`config.mk`:
```
export PLATFORM = sky130hd
export DESIGN_NAME = scan_tile_walker
export DESIGN_NICKNAME = d
export VERILOG_FILES = /design/src/rtl/scan_pkg.sv /design/src/rtl/scan_geom.sv /design/src/rtl/scan_dst.sv /design/src/rtl/scan_chunk.sv /design/src/rtl/scan_tile_walker.sv
export SDC_FILE = /design/constraint.sdc
export NUM_CORES = 1
export LEC_CHECK = 0
export ABC_AREA = 1
export BUFFER_PORTS_ARGS = -buffer_cell sky130_fd_sc_hd__buf_4
export CAP_MARGIN = 20
export CORE_MARGIN = 8
export CORE_UTILIZATION = 35
export CTS_CLUSTER_DIAMETER = 30
export CTS_CLUSTER_SIZE = 12
export DETAILED_ROUTE_END_ITERATION = 8
export PLACE_DENSITY_LB_ADDON = 0.12
export SKIP_LAST_GASP = 1
export SLEW_MARGIN = 20
export SYNTH_ARGS = -nofsm -noshare
export SYNTH_HDL_FRONTEND = slang
export SYNTH_HIERARCHICAL = 1
export SYNTH_SLANG_ARGS = --single-unit
```
`constraint.sdc`:
```
create_clock -name clk -period 20.2 [get_ports clk]
set_input_delay 1.01 -clock clk [delete_from_list [all_inputs] [get_ports clk]]
set_output_delay 1.01 -clock clk [all_outputs]
set_load 0.05 [all_outputs]
```
`src/rtl/scan_pkg.sv`:
```
package scan_pkg;
  localparam int TILE_ROW_BYTES  = 512;
  localparam int TILE_LINES      = 128;
  localparam int TILE_SPAN_BYTES = 65536;

  typedef enum logic [2:0] {
    ST_IDLE,
    ST_TREQ,
    ST_TWAIT,
    ST_LINE,
    ST_CHUNK
  } walk_st_e;
endpackage

```
`src/rtl/scan_geom.sv`:
```
// Tile geometry: width for the depth, edge clipping, wrap tests, frame size.
module scan_geom #(
  parameter int XW = 12,
  parameter int AW = 32
) (
  input  logic [1:0]    shift,
  input  logic [XW-1:0] xres,
  input  logic [XW-1:0] yres,
  input  logic [XW:0]   xbase,
  input  logic [XW:0]   ybase,
  output logic [9:0]    tile_px,
  output logic [9:0]    pix_clip,
  output logic [7:0]    lines_clip,
  output logic          last_col,
  output logic          last_row,
  output logic [AW-1:0] frame_bytes
);
  logic [XW:0] rem_x, rem_y, tpx_w, tln_w;

  always_comb begin
    tile_px    = 10'(scan_pkg::TILE_ROW_BYTES >> shift);
    tpx_w      = (XW+1)'(tile_px);
    tln_w      = (XW+1)'(scan_pkg::TILE_LINES);
    rem_x      = {1'b0, xres} - xbase;
    rem_y      = {1'b0, yres} - ybase;
    pix_clip   = (rem_x < tpx_w) ? rem_x[9:0] : tile_px;
    lines_clip = (rem_y < tln_w) ? rem_y[7:0] : 8'(scan_pkg::TILE_LINES);
    last_col   = (xbase + tpx_w) >= {1'b0, xres};
    last_row   = (ybase + tln_w) >= {1'b0, yres};
    frame_bytes = (AW'(xres) * AW'(yres)) << shift;
  end
endmodule

```
`src/rtl/scan_dst.sv`:
```
// Destination offset of one tiled line in the linear display buffer.
module scan_dst #(
  parameter int XW = 12,
  parameter int AW = 32
) (
  input  logic [1:0]    shift,
  input  logic [XW-1:0] xres,
  input  logic [XW:0]   xbase,
  input  logic [XW:0]   ybase,
  input  logic [6:0]    line,
  output logic [AW-1:0] dst
);
  logic [AW-1:0] row;

  always_comb begin
    row = AW'(ybase) + AW'(line);
    dst = ((row * AW'(xres)) + AW'(xbase)) << shift;
  end
endmodule

```
`src/rtl/scan_chunk.sv`:
```
// Linear-mode chunk sizing with truncation at the frame end.
module scan_chunk #(
  parameter int AW          = 32,
  parameter int CHUNK_BYTES = 16384,
  parameter int LEN_W       = 15
) (
  input  logic [AW-1:0]    lin_off,
  input  logic [AW-1:0]    frame_bytes,
  output logic [LEN_W-1:0] chunk_len,
  output logic             last_chunk
);
  logic [AW-1:0] left;

  always_comb begin
    left       = frame_bytes - lin_off;
    last_chunk = left <= AW'(CHUNK_BYTES);
    chunk_len  = last_chunk ? LEN_W'(left) : LEN_W'(CHUNK_BYTES);
  end
endmodule

```
`src/rtl/scan_tile_walker.sv`:
```
module scan_tile_walker #(
  parameter int XW          = 12,
  parameter int AW          = 32,
  parameter int CHUNK_BYTES = 16384,
  localparam int CK_LOG     = $clog2(CHUNK_BYTES),
  localparam int LEN_W      = ((CK_LOG > 10) ? CK_LOG : 10) + 1,
  localparam int CPT        = scan_pkg::TILE_SPAN_BYTES / CHUNK_BYTES,
  localparam int CI_W       = (CPT > 1) ? $clog2(CPT) : 1
) (
  input  logic             clk,
  input  logic             rst_n,
  input  logic             start,
  input  logic [31:0]      frm_ctrl,
  input  logic [1:0]       depth_sel,
  input  logic [XW-1:0]    xres,
  input  logic [XW-1:0]    yres,
  output logic             req_valid,
  input  logic             req_ready,
  output logic             req_table,
  output logic [AW-1:0]    req_addr,
  output logic [LEN_W-1:0] req_len,
  output logic [AW-1:0]    req_dst,
  input  logic             tbl_valid,
  input  logic [15:0]      tbl_data,
  output logic             busy,
  output logic             done
);
  import scan_pkg::*;

  walk_st_e      state;
  logic [AW-1:0] tbl_base, tile_ptr, lin_off;
  logic          lin_q;
  logic [1:0]    shift_q;
  logic [XW-1:0] xres_q, yres_q;
  logic [15:0]   tile_nr;
  logic [XW:0]   xbase, ybase;
  logic [6:0]    line;
  logic [CI_W-1:0] chunk_idx;
  logic          done_q;

  logic [9:0]    tile_px, pix_clip;
  logic [7:0]    lines_clip;
  logic          last_col, last_row, last_chunk;
  logic [AW-1:0] frame_bytes, line_dst, chunk_off;
  logic [LEN_W-1:0] chunk_len;
  logic          bad_cfg, accept;

  scan_geom #(.XW(XW), .AW(AW)) u_geom (
    .shift(shift_q), .xres(xres_q), .yres(yres_q), .xbase(xbase), .ybase(ybase),
    .tile_px(tile_px), .pix_clip(pix_clip), .lines_clip(lines_clip),
    .last_col(last_col), .last_row(last_row), .frame_bytes(frame_bytes)
  );

  scan_dst #(.XW(XW), .AW(AW)) u_dst (
    .shift(shift_q), .xres(xres_q), .xbase(xbase), .ybase(ybase),
    .line(line), .dst(line_dst)
  );

  scan_chunk #(.AW(AW), .CHUNK_BYTES(CHUNK_BYTES), .LEN_W(LEN_W)) u_chunk (
    .lin_off(lin_off), .frame_bytes(frame_bytes),
    .chunk_len(chunk_len), .last_chunk(last_chunk)
  );

  generate
    if (CPT > 1) begin : g_multi_chunk
      assign chunk_off = AW'({chunk_idx, {CK_LOG{1'b0}}});
    end else begin : g_single_chunk
      assign chunk_off = '0;
    end
  endgenerate

  assign bad_cfg = !frm_ctrl[0] || (frm_ctrl[31:9] == '0) || (xres == '0) || (yres == '0);
  assign accept  = req_valid && req_ready;

  always_ff @(posedge clk) begin
    if (!rst_n) begin
      state     <= ST_IDLE;
      done_q    <= 1'b0;
      tbl_base  <= '0;
      tile_ptr  <= '0;
      lin_off   <= '0;
      lin_q     <= 1'b0;
      shift_q   <= '0;
      xres_q    <= '0;
      yres_q    <= '0;
      tile_nr   <= '0;
      xbase     <= '0;
      ybase     <= '0;
      line      <= '0;
      chunk_idx <= '0;
    end else begin
      done_q <= 1'b0;
      case (state)
        ST_IDLE: begin
          if (start) begin
            if (bad_cfg) begin
              done_q <= 1'b1;
            end else begin
              tbl_base  <= AW'({frm_ctrl[31:9], 9'b0});
              lin_q     <= frm_ctrl[1];
              shift_q   <= depth_sel;
              xres_q    <= xres;
              yres_q    <= yres;
              tile_nr   <= '0;
              xbase     <= '0;
              ybase     <= '0;
              line      <= '0;
              chunk_idx <= '0;
              lin_off   <= '0;
              state     <= ST_TREQ;
            end
          end
        end
        ST_TREQ: begin
          if (accept) state <= ST_TWAIT;
        end
        ST_TWAIT: begin
          if (tbl_valid) begin
            tile_ptr <= AW'({tbl_data, 16'h0000});
            line     <= '0;
            state    <= lin_q ? ST_CHUNK : ST_LINE;
          end
        end
        ST_LINE: begin
          if (accept) begin
            if ({1'b0, line} == lines_clip - 8'd1) begin
              tile_nr <= tile_nr + 16'd1;
              if (last_col) begin
                xbase <= '0;
                ybase <= ybase + (XW+1)'(TILE_LINES);
                if (last_row) begin
                  state  <= ST_IDLE;
                  done_q <= 1'b1;
                end else begin
                  state <= ST_TREQ;
                end
              end else begin
                xbase <= xbase + (XW+1)'(tile_px);
                state <= ST_TREQ;
              end
            end else begin
              line <= line + 7'd1;
            end
          end
        end
        ST_CHUNK: begin
          if (accept) begin
            if (last_chunk) begin
              state  <= ST_IDLE;
              done_q <= 1'b1;
            end else begin
              lin_off <= lin_off + AW'(CHUNK_BYTES);
              if (chunk_idx == CI_W'(CPT - 1)) begin
                chunk_idx <= '0;
                tile_nr   <= tile_nr + 16'd1;
                state     <= ST_TREQ;
              end else begin
                chunk_idx <= chunk_idx + CI_W'(1);
              end
            end
          end
        end
        default: state <= ST_IDLE;
      endcase
    end
  end

  always_comb begin
    req_valid = (state == ST_TREQ) || (state == ST_LINE) || (state == ST_CHUNK);
    req_table = (state == ST_TREQ);
    req_addr  = '0;
    req_len   = '0;
    req_dst   = '0;
    case (state)
      ST_TREQ: begin
        req_addr = tbl_base + AW'({tile_nr, 1'b0});
        req_len  = LEN_W'(2);
      end
      ST_LINE: begin
        req_addr = tile_ptr + AW'({line, 9'b0});
        req_len  = LEN_W'(pix_clip) << shift_q;
        req_dst  = line_dst;
      end
      ST_CHUNK: begin
        req_addr = tile_ptr + chunk_off;
        req_len  = chunk_len;
        req_dst  = lin_off;
      end
      default: ;
    endcase
  end

  assign busy = (state != ST_IDLE);
  assign done = done_q;
endmodule

```
==> flow_metrics.tcl <==
set metrics [dict create \
    drive_gt1_share_pct 7.078 \
    r2r_start "xres_q[5]" \
    core-area_mm2 0.07734 \
    clock-sinks 132 \
    syn2layout_area_growth_pct 10.39 \
    die_width_um 295.2 \
    maxCapViolations 0 \
    clockBufferDepth 2 \
    avgSynthCellArea_um2 6.196 \
    cpPeakStageDelay_ps 590 \
    gp_congestion 0.9178 \
    postRouteAntennaNets 0 \
    ys_types 63 \
    maxSlewViolCount 0 \
    powerDensity_mw_per_mm2 158.3 \
    swShare_pct 63.33 \
    root_buffer "clkbuf_16" \
    power.leakage_nw 15.87 \
    reg2reg_depth 43 \
    syn_area_mm2 0.02728 \
    nNetsFinal 5097 \
    tightestPinTransition_ps 967.7 \
    fin_crit_ps 10050 \
    cp_slowest_cell "dfxtp_1" \
    post_drt_wl_per_cell_um 16.53 \
    portBuffers 153 \
    r2r_slack_ps 10150 \
    avgViaCountPerCell 4.825 \
    outcome "finished clean" \
    combPwrFrac_pct 83.7 \
    slew_headroom_pct 35.40 \
    htree_levels 4 \
    cts.repair.resized 0 \
    max-vdd-ir-drop_v 0.00009190 \
    ctsHoldBuffers 0 \
    cts_tree "built" \
    cell_internal_pwr_mw 1.748 \
    dp_hpwl_um 75970 \
    yosysTopAreaCell "fa_1" \
    power_frac_seq_pct 9.3 \
    critPathLaunch "xres_q[5]" \
    cts_buffers 17 \
    ys_seq_area_share_pct 9.687 \
    start_util_pct 35.27 \
    die_area_mm2 0.08713 \
    hold_viol 0 \
    grt_usage_pct 21.23 \
    clkPwrFrac_pct 6.9 \
    insertion_delay_ps 460 \
    critPathArrivalTime_ps 10420 \
    setup_viol 0 \
    num_rows 102 \
    yosysTopAreaCellShare_pct 17.61 \
    total_power_mw 4.766 \
    clk_pin_slew_worst_paths_ps 70 \
    die_h_um 295.2 \
    antenna_found_initial 0 \
    synthTopCellsByArea "fa_1 18%, nand2_1 16%, inv_1 12%, ha_1 12%, dfxtp_1 9.7%" \
    max_freq_mhz 99.53 \
    crit_path_frequent_cell "nand2_1" \
    rsz0062_at_grt "false" \
    worstPathMaxFanout 58 \
    synth_flop_cell "dfxtp_1" \
    drtIter0Drc 1743 \
    pin_count 162 \
    yosys_register_bits 132 \
    antennaDiodeCount 0 \
    gr-total-overflow 0 \
    switchingPower_mw 3.018 \
    synthCells 4403 \
    path_class "reg -> reg" \
    fin_worst_skew_ps 20.12 \
    endpoint_kind "flip-flop" \
    hp-class "reg -> reg" \
    routed_wl_um 92170 \
    async_flop_share_pct 0 \
    r2r-end "lin_off[16]" \
    vias 26900 \
    yosys_warnings 6 \
    synth_edf_count 0 \
    crit_required_ps 20580 \
    grt_pass1_vias 26710 \
    tns_ps 0 \
    grt_max_degree 78 \
    drc 0 \
    fin_crit_sh_pct 49.74 \
    cts_setup_buffers 0 \
    startpoint_type "flip-flop" \
    cp-endpoint "lin_off[16]" \
    drt-pass1-iter-count 6 \
    grt_pass1_wl_um 146900 \
]
[power groups by stage]
stage	clock network, mW	registers, mW	logic, mW
2_1_floorplan	0	0.382	2.93
3_3_place_gp	0	0.450	3.99
3_5_place_dp	0	0.450	3.98
4_1_cts	0.341	0.445	4.01
5_1_grt	0.347	0.455	4.56
6_report	0.330	0.445	3.99
[critical path: cells and delay by family (launching register included)]
| kind | cells | cell delay (ps) |
|---|---|---|
| simple gates | 24 | 3900 |
| fa+ha+maj | 7 | 3400 |
| buf+inv | 9 | 1360 |
| compound gates | 3 | 700 |
| flops | 1 | 590 |
[per-stage QoR]
| stage | cell area (µm²) | hold slack (ps) | utilization, % | setup WS (ps) | instances |
|---|---|---|---|---|---|
| 2_1_floorplan | 27460 | 424.6 | - | 12050 | 4451 |
| 3_3_place_gp | 29490 | 434.9 | 38.13 | 10040 | 5542 |
| 3_5_place_dp | 29490 | 438.8 | 38.13 | 9987 | 5542 |
| 4_1_cts | 30090 | 450.3 | 38.90 | 9966 | 5574 |
| 5_1_grt | 30110 | 476.9 | 38.94 | 9305 | 5575 |
| 6_report | 30110 | 448.7 | 38.94 | 10150 | 5575 |
[cell usage in the layout, fill, tap and decap left out, drive strengths merged, types with 6 or more instances in the layout]
master / synthesis / final
nand2: 1216 / 1216
inv: 906 / 914
nor2: 506 / 506
nand3: 333 / 333
ha: 256 / 256
fa: 240 / 240
a21oi: 188 / 188
buf: 53 / 186
o21ai: 163 / 163
dfxtp: 132 / 132
nand4: 70 / 70
conb: 3 / 51
xnor2: 44 / 44
nor3: 44 / 44
xor2: 40 / 40
nand3b: 24 / 24
clkbuf: 81 / 18
or2: 17 / 17
nor4: 10 / 10
mux2i: 9 / 9
o21bai: 8 / 8
o22ai: 8 / 8
clkinv: 4 / 7
and2: 6 / 6
[state kept, by name, summed over array words and instances, names as in the netlist]
signal and flops:
xbase 13, line 7, lin_off 18, xres_q 12, shift_q 2, done 1
tile_nr 16, ybase 6, chunk_idx 2, tbl_base 23, lin_q 1, yres_q 12
state 3, tile_ptr 16
[per-layer routing]
| metal | up-vias | wire (µm) | global-route usage, % | share of wire [%] |
|---|---|---|---|---|
| li1 | 13720 | - | - | - |
| met4 | 0 | 2658 | 6.455 | 2.9 |
| met3 | 84 | 4911 | 3.108 | 5.3 |
| met1 | 12530 | 41280 | 27.38 | 45 |
| met2 | 568 | 43320 | 36.49 | 47 |
| met5 | - | 0 | 0 | 0 |
[cells by family (layout without fill, tap and decap cells)]
kind of cell	Yosys count	in the layout	synth area share, %
AOI/OAI and AO/OA	402	402	7.912
xor gates and xnor gates	84	84	2.903
adders and majority gates	496	496	29.35
buffers and inverters	1044	1128	14.99
DFF	132	132	9.687
muxes	9	9	0.3302
other	3	51	0.04128
and+or+nand+nor	2233	2233	34.78
[how the worst min path moves through the flow]
stage / depth (start not counted) / from / endpoint
final: 2 / tile_ptr[16] / tile_ptr[16]
after global routing: 2 / tile_ptr[16] / tile_ptr[16]
after CTS: 2 / tile_ptr[16] / tile_ptr[16]
after detailed placement: 2 / tile_ptr[16] / tile_ptr[16]
after global placement: 2 / tile_ptr[23] / tile_ptr[23]
after floorplan: 2 / tile_ptr[21] / tile_ptr[21]
[synth_stat cells (37+ instances only)]
| library cell | number |
|---|---|
| fa_1 | 240 |
| inv_1 | 898 |
| dfxtp_1 | 132 |
| o21ai_0 | 151 |
| xnor2_1 | 41 |
| xor2_1 | 37 |
| clkbuf_1 | 76 |
| nor2_1 | 492 |
| ha_1 | 256 |
| a21oi_1 | 186 |
| nand3_1 | 326 |
| nand2_1 | 1183 |
| nand4_1 | 70 |
[final cells by class]
cell class	instances	area, µm²
Multi-Input combinational cell	3275	20740
Clock inverter	14	158.9
Inverter	910	3416
Fill cell	8786	47230
Timing Repair Buffer	186	1416
Clock buffer	18	439.2
Tap cell	1040	1301
Sequential cell	132	2645
(Power assumes the default switching activity.)
